**config.mk**
```make
export PLATFORM = sky130hd
export DESIGN_NAME = nor_flash_seq
export DESIGN_NICKNAME = d
export VERILOG_FILES = /design/src/rtl/nor_flash_pkg.sv /design/src/rtl/nor_lane_map.sv /design/src/rtl/nor_cmd_seq.sv /design/src/rtl/nor_page_store.sv /design/src/rtl/nor_flash_seq.sv
export SDC_FILE = /design/constraint.sdc
export NUM_CORES = 2
export LEC_CHECK = 0
export BUFFER_PORTS_ARGS = -buffer_cell sky130_fd_sc_hd__buf_2
export CORE_AREA = 2 2 583 585
export CTS_CLUSTER_SIZE = 24
export DETAILED_ROUTE_END_ITERATION = 12
export DIE_AREA = 0 0 585 587
export GPL_ROUTABILITY_DRIVEN = 0
export PLACE_DENSITY = 0.51
export SYNTH_ARGS = -nofsm -noshare
export SYNTH_HDL_FRONTEND = slang
export SYNTH_SLANG_ARGS = --single-unit
```
**constraint.sdc**
```tcl
create_clock -name clk_i -period 3.6 [get_ports clk_i]
set_input_delay 1.08 -clock clk_i [delete_from_list [all_inputs] [get_ports clk_i]]
set_output_delay 1.08 -clock clk_i [all_outputs]
set_load 0.005 [all_outputs]
```
**src/rtl/nor_flash_pkg.sv**
```systemverilog
package nor_flash_pkg;
  typedef enum logic [1:0] {MODE_ARRAY, MODE_IDENT, MODE_BOOT} mode_e;
  typedef enum logic [1:0] {SEQ_IDLE, SEQ_GOT1, SEQ_GOT2} seq_e;
  localparam int LANE_BOTH = 0;
  localparam int LANE_EVEN = 1;
  localparam int LANE_ODD  = 2;
  localparam int SLOTS     = 3;
endpackage

```
**src/rtl/nor_lane_map.sv**
```systemverilog
module nor_lane_map #(
  parameter int ADDR_W = 8,
  parameter int LANE   = 0
) (
  input  logic [ADDR_W:0]   bus_addr_i,
  output logic              hit_o,
  output logic [ADDR_W-1:0] dev_addr_o
);
  import nor_flash_pkg::*;

  generate
    if (LANE == LANE_BOTH) begin : g_both
      logic unused_hi;
      assign unused_hi  = bus_addr_i[ADDR_W];
      assign hit_o      = 1'b1;
      assign dev_addr_o = bus_addr_i[ADDR_W-1:0];
    end else begin : g_single
      assign hit_o      = (LANE == LANE_ODD) ? bus_addr_i[0] : ~bus_addr_i[0];
      assign dev_addr_o = bus_addr_i[ADDR_W:1];
    end
  endgenerate
endmodule

```
**src/rtl/nor_cmd_seq.sv**
```systemverilog
module nor_cmd_seq
  import nor_flash_pkg::*;
#(
  parameter int ADDR_W = 8
) (
  input  logic                          clk_i,
  input  logic                          rst_ni,
  input  logic                          wr_i,
  input  logic [ADDR_W-1:0]             addr_i,
  input  logic [7:0]                    data_i,
  output logic [SLOTS-1:0]              slot_vld_o,
  output logic [SLOTS-1:0][ADDR_W-1:0]  slot_addr_o,
  output logic [SLOTS-1:0][7:0]         slot_data_o,
  output mode_e                         mode_o,
  output seq_e                          stage_o
);
  localparam logic [ADDR_W-1:0] UNLK_A = ADDR_W'(16'h5555);
  localparam logic [ADDR_W-1:0] UNLK_B = ADDR_W'(16'h2AAA);

  seq_e  stage_q, stage_d;
  mode_e mode_q, mode_d, mode_cmd, walk;
  logic  alt_q, alt_d;
  logic [SLOTS-1:0] raw_vld;

  always_comb begin
    stage_d     = stage_q;
    alt_d       = alt_q;
    mode_cmd    = mode_q;
    raw_vld     = '0;
    slot_addr_o = '0;
    slot_data_o = '0;
    if (wr_i) begin
      case (stage_q)
        SEQ_IDLE: begin
          if (data_i == 8'hAA && addr_i == UNLK_A) stage_d = SEQ_GOT1;
          else begin
            raw_vld[0] = 1'b1; slot_addr_o[0] = addr_i; slot_data_o[0] = data_i;
          end
        end
        SEQ_GOT1: begin
          stage_d = SEQ_IDLE;
          if (data_i == 8'h55 && addr_i == UNLK_B) stage_d = SEQ_GOT2;
          else begin
            raw_vld[1:0]   = 2'b11;
            slot_addr_o[0] = UNLK_A; slot_data_o[0] = 8'hAA;
            slot_addr_o[1] = addr_i; slot_data_o[1] = data_i;
          end
        end
        default: begin
          stage_d = SEQ_IDLE;
          if (addr_i == UNLK_A) begin
            if (alt_q) begin
              alt_d = 1'b0;
              case (data_i)
                8'h40:   mode_cmd = MODE_BOOT;
                8'h60:   mode_cmd = MODE_IDENT;
                default: ;
              endcase
            end else begin
              case (data_i)
                8'h80:   alt_d = 1'b1;
                8'h90:   mode_cmd = MODE_IDENT;
                8'hF0:   mode_cmd = MODE_ARRAY;
                default: ;
              endcase
            end
          end else begin
            raw_vld        = 3'b111;
            slot_addr_o[0] = UNLK_A; slot_data_o[0] = 8'hAA;
            slot_addr_o[1] = UNLK_B; slot_data_o[1] = 8'h55;
            slot_addr_o[2] = addr_i; slot_data_o[2] = data_i;
          end
        end
      endcase
    end
  end

  // replayed bytes see the mode left behind by the byte before them
  always_comb begin
    walk       = mode_cmd;
    slot_vld_o = '0;
    for (int i = 0; i < SLOTS; i++) begin
      if (raw_vld[i]) begin
        case (walk)
          MODE_ARRAY: slot_vld_o[i] = 1'b1;
          MODE_BOOT:  walk = MODE_ARRAY;
          default:    ;
        endcase
      end
    end
    mode_d = walk;
  end

  always_ff @(posedge clk_i or negedge rst_ni) begin
    if (!rst_ni) begin
      stage_q <= SEQ_IDLE;
      mode_q  <= MODE_ARRAY;
      alt_q   <= 1'b0;
    end else begin
      stage_q <= stage_d;
      mode_q  <= mode_d;
      alt_q   <= alt_d;
    end
  end

  assign mode_o  = mode_q;
  assign stage_o = stage_q;
endmodule

```
**src/rtl/nor_page_store.sv**
```systemverilog
module nor_page_store
  import nor_flash_pkg::*;
#(
  parameter int ADDR_W    = 8,
  parameter int PAGE_W    = 3,
  parameter int QUIET_CYC = 10690
) (
  input  logic                          clk_i,
  input  logic                          rst_ni,
  input  logic [SLOTS-1:0]              slot_vld_i,
  input  logic [SLOTS-1:0][ADDR_W-1:0]  slot_addr_i,
  input  logic [SLOTS-1:0][7:0]         slot_data_i,
  input  logic [ADDR_W-1:0]             rd_addr_i,
  output logic [7:0]                    rd_byte_o,
  output logic                          buf_wr_o,
  output logic                          commit_o
);
  localparam int PAGE_B = 1 << PAGE_W;
  localparam int DEPTH  = 1 << ADDR_W;
  localparam int BASE_W = ADDR_W - PAGE_W;
  localparam int CNT_W  = $clog2(QUIET_CYC);

  logic [PAGE_B-1:0][7:0] pg_q, pg_d;
  logic [BASE_W-1:0]      base_q, base_d;
  logic                   pend_q;
  logic [CNT_W-1:0]       cnt_q;
  logic [7:0]             mem_q [DEPTH];

  assign commit_o = pend_q && (cnt_q == '0);

  // commit empties the buffer first; same-cycle writes land in the fresh one
  always_comb begin
    pg_d     = commit_o ? '1 : pg_q;
    base_d   = base_q;
    buf_wr_o = 1'b0;
    for (int i = 0; i < SLOTS; i++) begin
      if (slot_vld_i[i]) begin
        pg_d[slot_addr_i[i][PAGE_W-1:0]] = slot_data_i[i];
        base_d   = slot_addr_i[i][ADDR_W-1:PAGE_W];
        buf_wr_o = 1'b1;
      end
    end
  end

  always_ff @(posedge clk_i or negedge rst_ni) begin
    if (!rst_ni) begin
      pg_q   <= '1;
      base_q <= '0;
      pend_q <= 1'b0;
      cnt_q  <= '0;
    end else begin
      pg_q   <= pg_d;
      base_q <= base_d;
      if (buf_wr_o) begin
        pend_q <= 1'b1;
        cnt_q  <= CNT_W'(QUIET_CYC - 1);
      end else if (commit_o) begin
        pend_q <= 1'b0;
      end else if (pend_q) begin
        cnt_q  <= cnt_q - 1'b1;
      end
    end
  end

  always_ff @(posedge clk_i or negedge rst_ni) begin
    if (!rst_ni) begin
      for (int k = 0; k < DEPTH; k++) mem_q[k] <= 8'hFF;
    end else if (commit_o) begin
      for (int j = 0; j < PAGE_B; j++) mem_q[{base_q, PAGE_W'(j)}] <= pg_q[j];
    end
  end

  assign rd_byte_o = mem_q[rd_addr_i];
endmodule

```
**src/rtl/nor_flash_seq.sv**
```systemverilog
module nor_flash_seq
  import nor_flash_pkg::*;
#(
  parameter int          ADDR_W    = 8,
  parameter int          PAGE_W    = 3,
  parameter int          QUIET_CYC = 10690,
  parameter logic [15:0] ID_CODE   = 16'hC2A7,
  parameter int          LANE      = 0
) (
  input  logic            clk_i,
  input  logic            rst_ni,
  input  logic            wr_en_i,
  input  logic [ADDR_W:0] wr_addr_i,
  input  logic [7:0]      wr_data_i,
  input  logic            rd_en_i,
  input  logic [ADDR_W:0] rd_addr_i,
  output logic [7:0]      rd_data_o
);
  logic                         wr_hit, rd_hit;
  logic [ADDR_W-1:0]            wr_dev, rd_dev;
  logic [SLOTS-1:0]             slot_vld;
  logic [SLOTS-1:0][ADDR_W-1:0] slot_addr;
  logic [SLOTS-1:0][7:0]        slot_data;
  mode_e                        mode_w;
  seq_e                         stage_w;
  logic                         buf_wr_w, commit_w;
  logic [7:0]                   arr_byte, rd_next, rd_q;

  nor_lane_map #(.ADDR_W(ADDR_W), .LANE(LANE)) u_wr_map (
    .bus_addr_i(wr_addr_i), .hit_o(wr_hit), .dev_addr_o(wr_dev));

  nor_lane_map #(.ADDR_W(ADDR_W), .LANE(LANE)) u_rd_map (
    .bus_addr_i(rd_addr_i), .hit_o(rd_hit), .dev_addr_o(rd_dev));

  nor_cmd_seq #(.ADDR_W(ADDR_W)) u_seq (
    .clk_i, .rst_ni,
    .wr_i(wr_en_i && wr_hit), .addr_i(wr_dev), .data_i(wr_data_i),
    .slot_vld_o(slot_vld), .slot_addr_o(slot_addr), .slot_data_o(slot_data),
    .mode_o(mode_w), .stage_o(stage_w));

  nor_page_store #(.ADDR_W(ADDR_W), .PAGE_W(PAGE_W), .QUIET_CYC(QUIET_CYC)) u_store (
    .clk_i, .rst_ni,
    .slot_vld_i(slot_vld), .slot_addr_i(slot_addr), .slot_data_i(slot_data),
    .rd_addr_i(rd_dev), .rd_byte_o(arr_byte),
    .buf_wr_o(buf_wr_w), .commit_o(commit_w));

  always_comb begin
    rd_next = 8'hFF;
    if (rd_hit) begin
      case (mode_w)
        MODE_ARRAY: rd_next = arr_byte;
        MODE_IDENT: begin
          if (rd_dev == '0)                rd_next = ID_CODE[15:8];
          else if (rd_dev == ADDR_W'(1))   rd_next = ID_CODE[7:0];
          else                             rd_next = 8'hFE;
        end
        default:    rd_next = 8'hFF;
      endcase
    end
  end

  always_ff @(posedge clk_i or negedge rst_ni) begin
    if (!rst_ni)      rd_q <= 8'hFF;
    else if (rd_en_i) rd_q <= rd_next;
  end

  assign rd_data_o = rd_q;
endmodule

```
After elaboration in Yosys (flattened, before gate mapping)
Index checks and enable logic that the tools add are counted.
Widths: inputs -> output; s select.
{"block": "word_totals", "wordCells": 448, "ff_bits": 2145, "inputBits": 30}
{"block": "classes", "muxes": 98, "n_reduce_logical": 28, "bitwise": 10, "magnitude_cmp": 23, "addsub": 1, "n_eq_ne": 17}
{"op": "$bwmux 2048", "n": 8}
{"op": "$demux 8 s8", "n": 8}
{"op": "$mux 64", "n": 4}
{"op": "$bwmux 64", "n": 3}
{"op": "$mux 8", "n": 17}
{"op": "$mux 24", "n": 4}
{"op": "$ge 9x9->1 const B", "n": 9}
{"op": "$not 8->9", "n": 9}
{"op": "$pmux 8 s2", "n": 5}
{"op": "$demux 8 s3", "n": 3}
{"op": "$lt 9x1->1 const B", "n": 8}
{"op": "$bmux 8 s8", "n": 1}
{"op": "$mux 14", "n": 3}
{"op": "$eq 8x8->1 const B", "n": 5}
{"op": "$eq 8x7->1 const B", "n": 4}
{"op": "$mux 16", "n": 2}
{"op": "$mux 2", "n": 13}
{"op": "$mux 1", "n": 15}
{"op": "$mux 5", "n": 3}
{"op": "$logic_and 1x1->1", "n": 14}
{"op": "$logic_not 14->1", "n": 1}
{"op": "$mux 7", "n": 2}
{"op": "$sub 14x1->14 const B", "n": 1}
{"op": "$lt 3x4->1 const B", "n": 3}
{"op": "other kinds (17)", "n": 32}

Logic depth before layout (Yosys ltp)
{"block": "logic_depth", "word_depth": 18, "ltp_mapped": 13}

By module
A second synthesis with hierarchy kept.
{"block": "hier_totals", "hier_cells": 6705, "hier_area_um2": 101636.2}
{"module": "nor_page_store", "seq_area_each_um2": 55993.7, "instances": 1, "cells_each": 6520, "area_per_inst_um2": 100206.1}
{"module": "nor_cmd_seq", "seq_area_each_um2": 125.1, "instances": 1, "cells_each": 123, "area_per_inst_um2": 842.1}
{"module": "nor_flash_seq", "seq_area_each_um2": 210.2, "instances": 1, "cells_each": 42, "area_per_inst_um2": 445.4}
{"module": "nor_lane_map", "seq_area_each_um2": 0.0, "instances": 2, "cells_each": 10, "area_per_inst_um2": 71.3}

Worst setup path after synthesis
OpenSTA, ideal clock, no wires.
{"block": "synth_path", "path_kind": "input-to-reg", "startpoint": "in rd_addr_i[0]", "endpoint": "reg rd_q[4], in the netlist rd_data_o[4]", "path_stages": 12, "arrival_ns": 3.585, "slack_ns": -0.076, "t_required_ns": 3.509, "n_path_buf": 5, "cell_sequence": "buf_2 -> buf_2 -> buf_2 -> buf_2 -> buf_2 -> mux4_2 -> mux2i_1 -> nand2_1 -> nand3_1 -> nand3_1 -> nor4_1 -> o22ai_1"}
{"block": "synth_via", "elab_chain_cells": 5, "word_cells_on_any_way": 9, "cone_classes": "eq/ne: 1; mux: 6; bitwise: 1; reduce/logical: 1"}
{"element": "start: declaration", "line_no": "nor_flash_seq.sv:16", "source": "input logic [ADDR_W:0] rd_addr_i,"}
{"element": "$not 8->9 (implied by the code)", "line_no": "nor_page_store.sv:73", "source": "assign rd_byte_o = mem_q[rd_addr_i];"}
{"element": "$bmux 8 s8", "line_no": "nor_page_store.sv:73"}
{"element": "$mux 8 (implied by the code) (2 in a row)", "line_no": "nor_page_store.sv:73"}
{"element": "$pmux 8 s2 *", "line_no": "nor_flash_seq.sv:50", "source": "case (mode_w)"}
{"element": "end signal: assignment", "line_no": "nor_flash_seq.sv:64", "source": "else if (rd_en_i) rd_q <= rd_next;"}
{"element": "end: declaration", "line_no": "nor_flash_seq.sv:27", "source": "logic [7:0] arr_byte, rd_next, rd_q;"}
Mark *: on every way between the ends. The rest lies on a longest branch, timed or not. The select of a mux whose other input is x is not followed.
A chain may end at the register's enable or synchronous reset.

Worst setup path after layout
{"block": "layout_path", "startpoint": "reg u_store.cnt_q[0]", "endpoint": "reg u_store.mem_q[1414] (netlist name)"}
{"block": "layout_via", "elab_chain_cells": 2}
{"element": "start: declaration", "line_no": "nor_page_store.sv:26", "source": "logic [CNT_W-1:0] cnt_q;"}
{"element": "start signal: assignment", "line_no": "nor_page_store.sv:56", "source": "cnt_q <= CNT_W'(QUIET_CYC - 1);"}
{"element": "start signal: assignment", "line_no": "nor_page_store.sv:60", "source": "cnt_q <= cnt_q - 1'b1;"}
{"element": "$logic_not 14->1", "line_no": "nor_page_store.sv:29", "source": "assign commit_o = pend_q && (cnt_q == '0);"}
{"element": "$logic_and 1x1->1", "line_no": "nor_page_store.sv:29"}
{"element": "end: declaration", "line_no": "nor_page_store.sv:27", "source": "logic [7:0] mem_q [DEPTH];"}
Every way passes these cells.

==> reports/metrics.cfg <==
[status]
outcome = complete, no violations

[synthesis]
synth_cell_types = 82
syn-num-nets = 6317
synthArstFlopShare_pct = 100.0
synth_area_leader_cell = dfstp_2
synth_area_um2 = 100800
yosysSeqAreaShare_pct = 55.89
yosys.area_share.xor_xnor_pct = 0.09560
syn-mean-instance-area_um2 = 16.03
synth_edf_count = 0
ys_seq_elements = 2145
synth_adder_area_share_pct = 0.01242
muxShareOfSynthArea_pct = 37.01
ys_top_cells_by_area = dfstp_2, mux2_2, mux4_2
synth_top_family_by_area = multiplexers
yosys_warnings = 0
yosys.area_share.simple_pct = 2.246
synth-compound-area-share_pct = 2.035
yosysTopAreaCellShare_pct = 55.27
synthFlopType = dfstp_2
syn_inst = 6286

[cts]
cts_tree = yes
clkSlewWorstSetupHoldPaths_ns = 0.06
clk-insertion-delay-late_ns = 0.91
ctsHoldBuffers = 0
cts_buffers = 234
clock_tree.root_cell = clkbuf_16
cts_sinks = 2145
htreeDepth = 4
cts_max_path_buffers = 4

[critical_path]
critPathRequiredTime_ns = 4.43
critPathLaunchType = flop
reg2reg_slack_ns = 0.20
r2r-start = u_store.cnt_q[0]$_DFFE_PN0P_
r2r_end = u_store.mem_q[1414]$_DFFE_PN1P_
crit_fanout = 43
critPathKind = reg -> reg
arrival_ns = 4.23
r2r_cells = 10
end_kind = flop

[sta]
min_period_ns = 3.400
fin_tns_setup_ns = 0
finalHoldViolations = 0
finalCritPeriodShare_pct = 94.45
finalSetupViolations = 0
skew_ns = 0.06040
worstMarginPinSlew_ns = 1.141
rsz0062_at_grt = no
slew_violations = 0
relSlewSlack_pct = 21.99
layout_setup_ws_ns = 0.1997
max_freq_ghz = 0.2941
holdWs_ns = 0.4304

[placement]
portBuffers = 35
hpwlAfterDp_um = 178700
place_ws_ns = -0.5266

[min_path]
hold_class = in -> async

[power_and_ir_drop]
leakage_nw = 47.11
power_density_nw_per_um2 = 463.3
ir_drop_v = 0.0003960

[finish]
syn_to_final_growth_pct = 16.04
nNetsFinal = 6434
drive_gt1_share_pct = 84.88
fillCellCount = 32270
utilization_pct = 34.61

[die]
ios = 38
start_util_pct = 29.82
die_x_um = 585
fp.dieArea_um2 = 343400
rows = 214
die_y_um = 587
core-area_um2 = 337900

[global_routing]
grt_overflow_total = 0
grt_pass1_wl_um = 434800
grt_pass1_vias = 61450
grt_max_degree = 132
grt.total_usage_pct = 16.95
antenna_found_initial = 20

[drt]
avgViaCountPerCell = 5.038
drc_errors = 0
antenna_left = 0
num_vias = 56050
drtPass1Iterations = 5
wire_per_inst_um = 26.20
drtIter0Drc = 3178
routed_wirelength_um = 291400

[job]
drv_cap = 0

worst max-delay path by stage:
stage                     slack, ns                               to                    startpoint  cells past startpoint
after floorplan                0.01         rd_data_o[5]$_DFFE_PN1P_                  rd_addr_i[0]                     12
after global placement        -0.55         rd_data_o[4]$_DFFE_PN1P_                  rd_addr_i[0]                     11
after detailed placement      -0.53         rd_data_o[4]$_DFFE_PN1P_                  rd_addr_i[0]                     11
after CTS                      0.07   u_store.mem_q[972]$_DFFE_PN1P_  u_store.cnt_q[0]$_DFFE_PN0P_                     10
after global routing          0.007   u_store.mem_q[980]$_DFFE_PN1P_  u_store.cnt_q[0]$_DFFE_PN0P_                     10
final                          0.20  u_store.mem_q[1414]$_DFFE_PN1P_  u_store.cnt_q[0]$_DFFE_PN0P_                     10
cell usage after synthesis, types with 7 or more instances:
master / instances
a211oi_1: 12
a21oi_1: 48
a221oi_1: 16
a22o_1: 7
a22oi_1: 40
and2_1: 12
buf_1: 108
buf_2: 142
buf_4: 11
buf_6: 17
clkbuf_1: 336
dfrtp_1: 25
dfstp_2: 2120
inv_1: 20
mux2_1: 24
mux2_2: 1906
mux2_4: 78
mux2i_1: 151
mux4_2: 572
nand2_1: 169
nand2_4: 8
nand2b_1: 7
nand3_1: 34
nand3b_1: 8
nand4_1: 14
nor2_1: 101
nor2b_1: 15
nor3_1: 16
nor4_1: 7
o211ai_1: 7
o21ai_0: 110
o22ai_1: 21
o31ai_1: 11
registers in the layout, indices dropped and copies added, names as in the netlist:
signal	flops
u_store.base_q	5
u_store.pg_q	64
u_seq.alt_q	1
rd_data_o	8
u_store.pend_q	1
u_store.cnt_q	14
u_seq.mode_o	2
u_store.mem_q	2048
u_seq.stage_o	2
kinds of logic (layout without fill, tap and decap cells):
group	after synthesis	count (layout)
multiplexers	2731	2731
flip-flops	2145	2145
buffers and inverters	635	935
AND/OR/NAND/NOR	445	445
AO/OA/AOI/OAI	318	318
XOR/XNOR	11	11
adder cells (fa/ha/maj)	1	1
other	0	3
repair_timing:
item,CTS,global route
gates resized for setup,1,3
buffers inserted,2,1
pin swaps,1,1
setup endpoints to repair,81,451
power by group:
group	leakage, nW	total (mW)	switching [mW]	internal, mW
logic	21.2	2.79	1.79	1.01
registers	22.2	27.1	2.50	24.6
clock network	3.77	24.3	10.1	14.2
total	47.1	54.2	14.4	39.8
cell usage in the layout (no fill, tap or decap), types with 8 or more instances in the layout:
cell type | netlist | final
clkbuf_16 | 0 | 235
mux4_2 | 572 | 572
dfstp_2 | 2120 | 2120
and2_1 | 12 | 11
buf_4 | 11 | 338
clkinvlp_4 | 0 | 8
buf_12 | 0 | 124
a21oi_1 | 48 | 48
a22oi_1 | 40 | 40
o31ai_1 | 11 | 11
clkbuf_1 | 336 | 63
o21ai_0 | 110 | 110
nand3b_1 | 8 | 8
nor3_1 | 16 | 16
nand2_1 | 169 | 157
buf_2 | 142 | 29
a211oi_1 | 12 | 12
a221oi_1 | 16 | 16
clkbuf_8 | 0 | 59
mux2_4 | 78 | 78
o22ai_1 | 21 | 21
nand4_1 | 14 | 14
bufinv_16 | 0 | 14
clkinv_2 | 0 | 32
mux2_2 | 1906 | 1906
dfrtp_1 | 25 | 25
inv_1 | 20 | 20
nand2_4 | 8 | 20
mux2_1 | 24 | 24
nor2_4 | 0 | 8
mux2i_1 | 151 | 151
nor2_1 | 101 | 90
nand3_1 | 34 | 33
nor2b_1 | 15 | 12
final cells by class:
type | count | area [um^2] | area share [%]
Timing Repair Buffer | 495 | 5221 | 4.465
Antenna cell | 3 | 7.507 | 0.006420
Inverter | 21 | 78.83 | 0.06741
Tap cell | 4536 | 5675 | 4.853
Sequential cell | 2145 | 56330 | 48.17
Clock inverter | 62 | 765.7 | 0.6548
Multi-Input combinational cell | 3506 | 41940 | 35.86
Clock buffer | 357 | 6929 | 5.925
through the flow:
stage / power [mW] / instances / instance area [um^2]
floorplan: 27.15 / 6286 / 100800
CTS: 55.09 / 11120 / 116900
global route: 56.28 / 11120 / 116900
detailed placement: 30.35 / 10700 / 109200
global placement: 30.32 / 10700 / 109200
finish: 54.18 / 11130 / 116900
layer usage:
| layer | vias to the layer above | wire, um | GRT usage [%] |
|---|---|---|---|
| met5 | - | 87 | 0 |
| met3 | 360 | 10330 | 2.265 |
| met4 | 14 | 6249 | 3.696 |
| met1 | 31260 | 131800 | 23.06 |
| met2 | 857 | 142900 | 28.66 |
| li1 | 23560 | - | - |
worst max-delay path, stage by stage (launching register included):
cell and delay [ns]:
dfrtp_1 0.41, inv_1 0.10, ha_1 0.19, or4b_1 0.55
nor4_4 0.27, nand2_2 0.33, nor3b_4 0.26, buf_4 0.29
nand2_4 0.06, buf_4 0.36, mux2_1 0.42
Note: power is estimated with default switching activity, not from simulation.
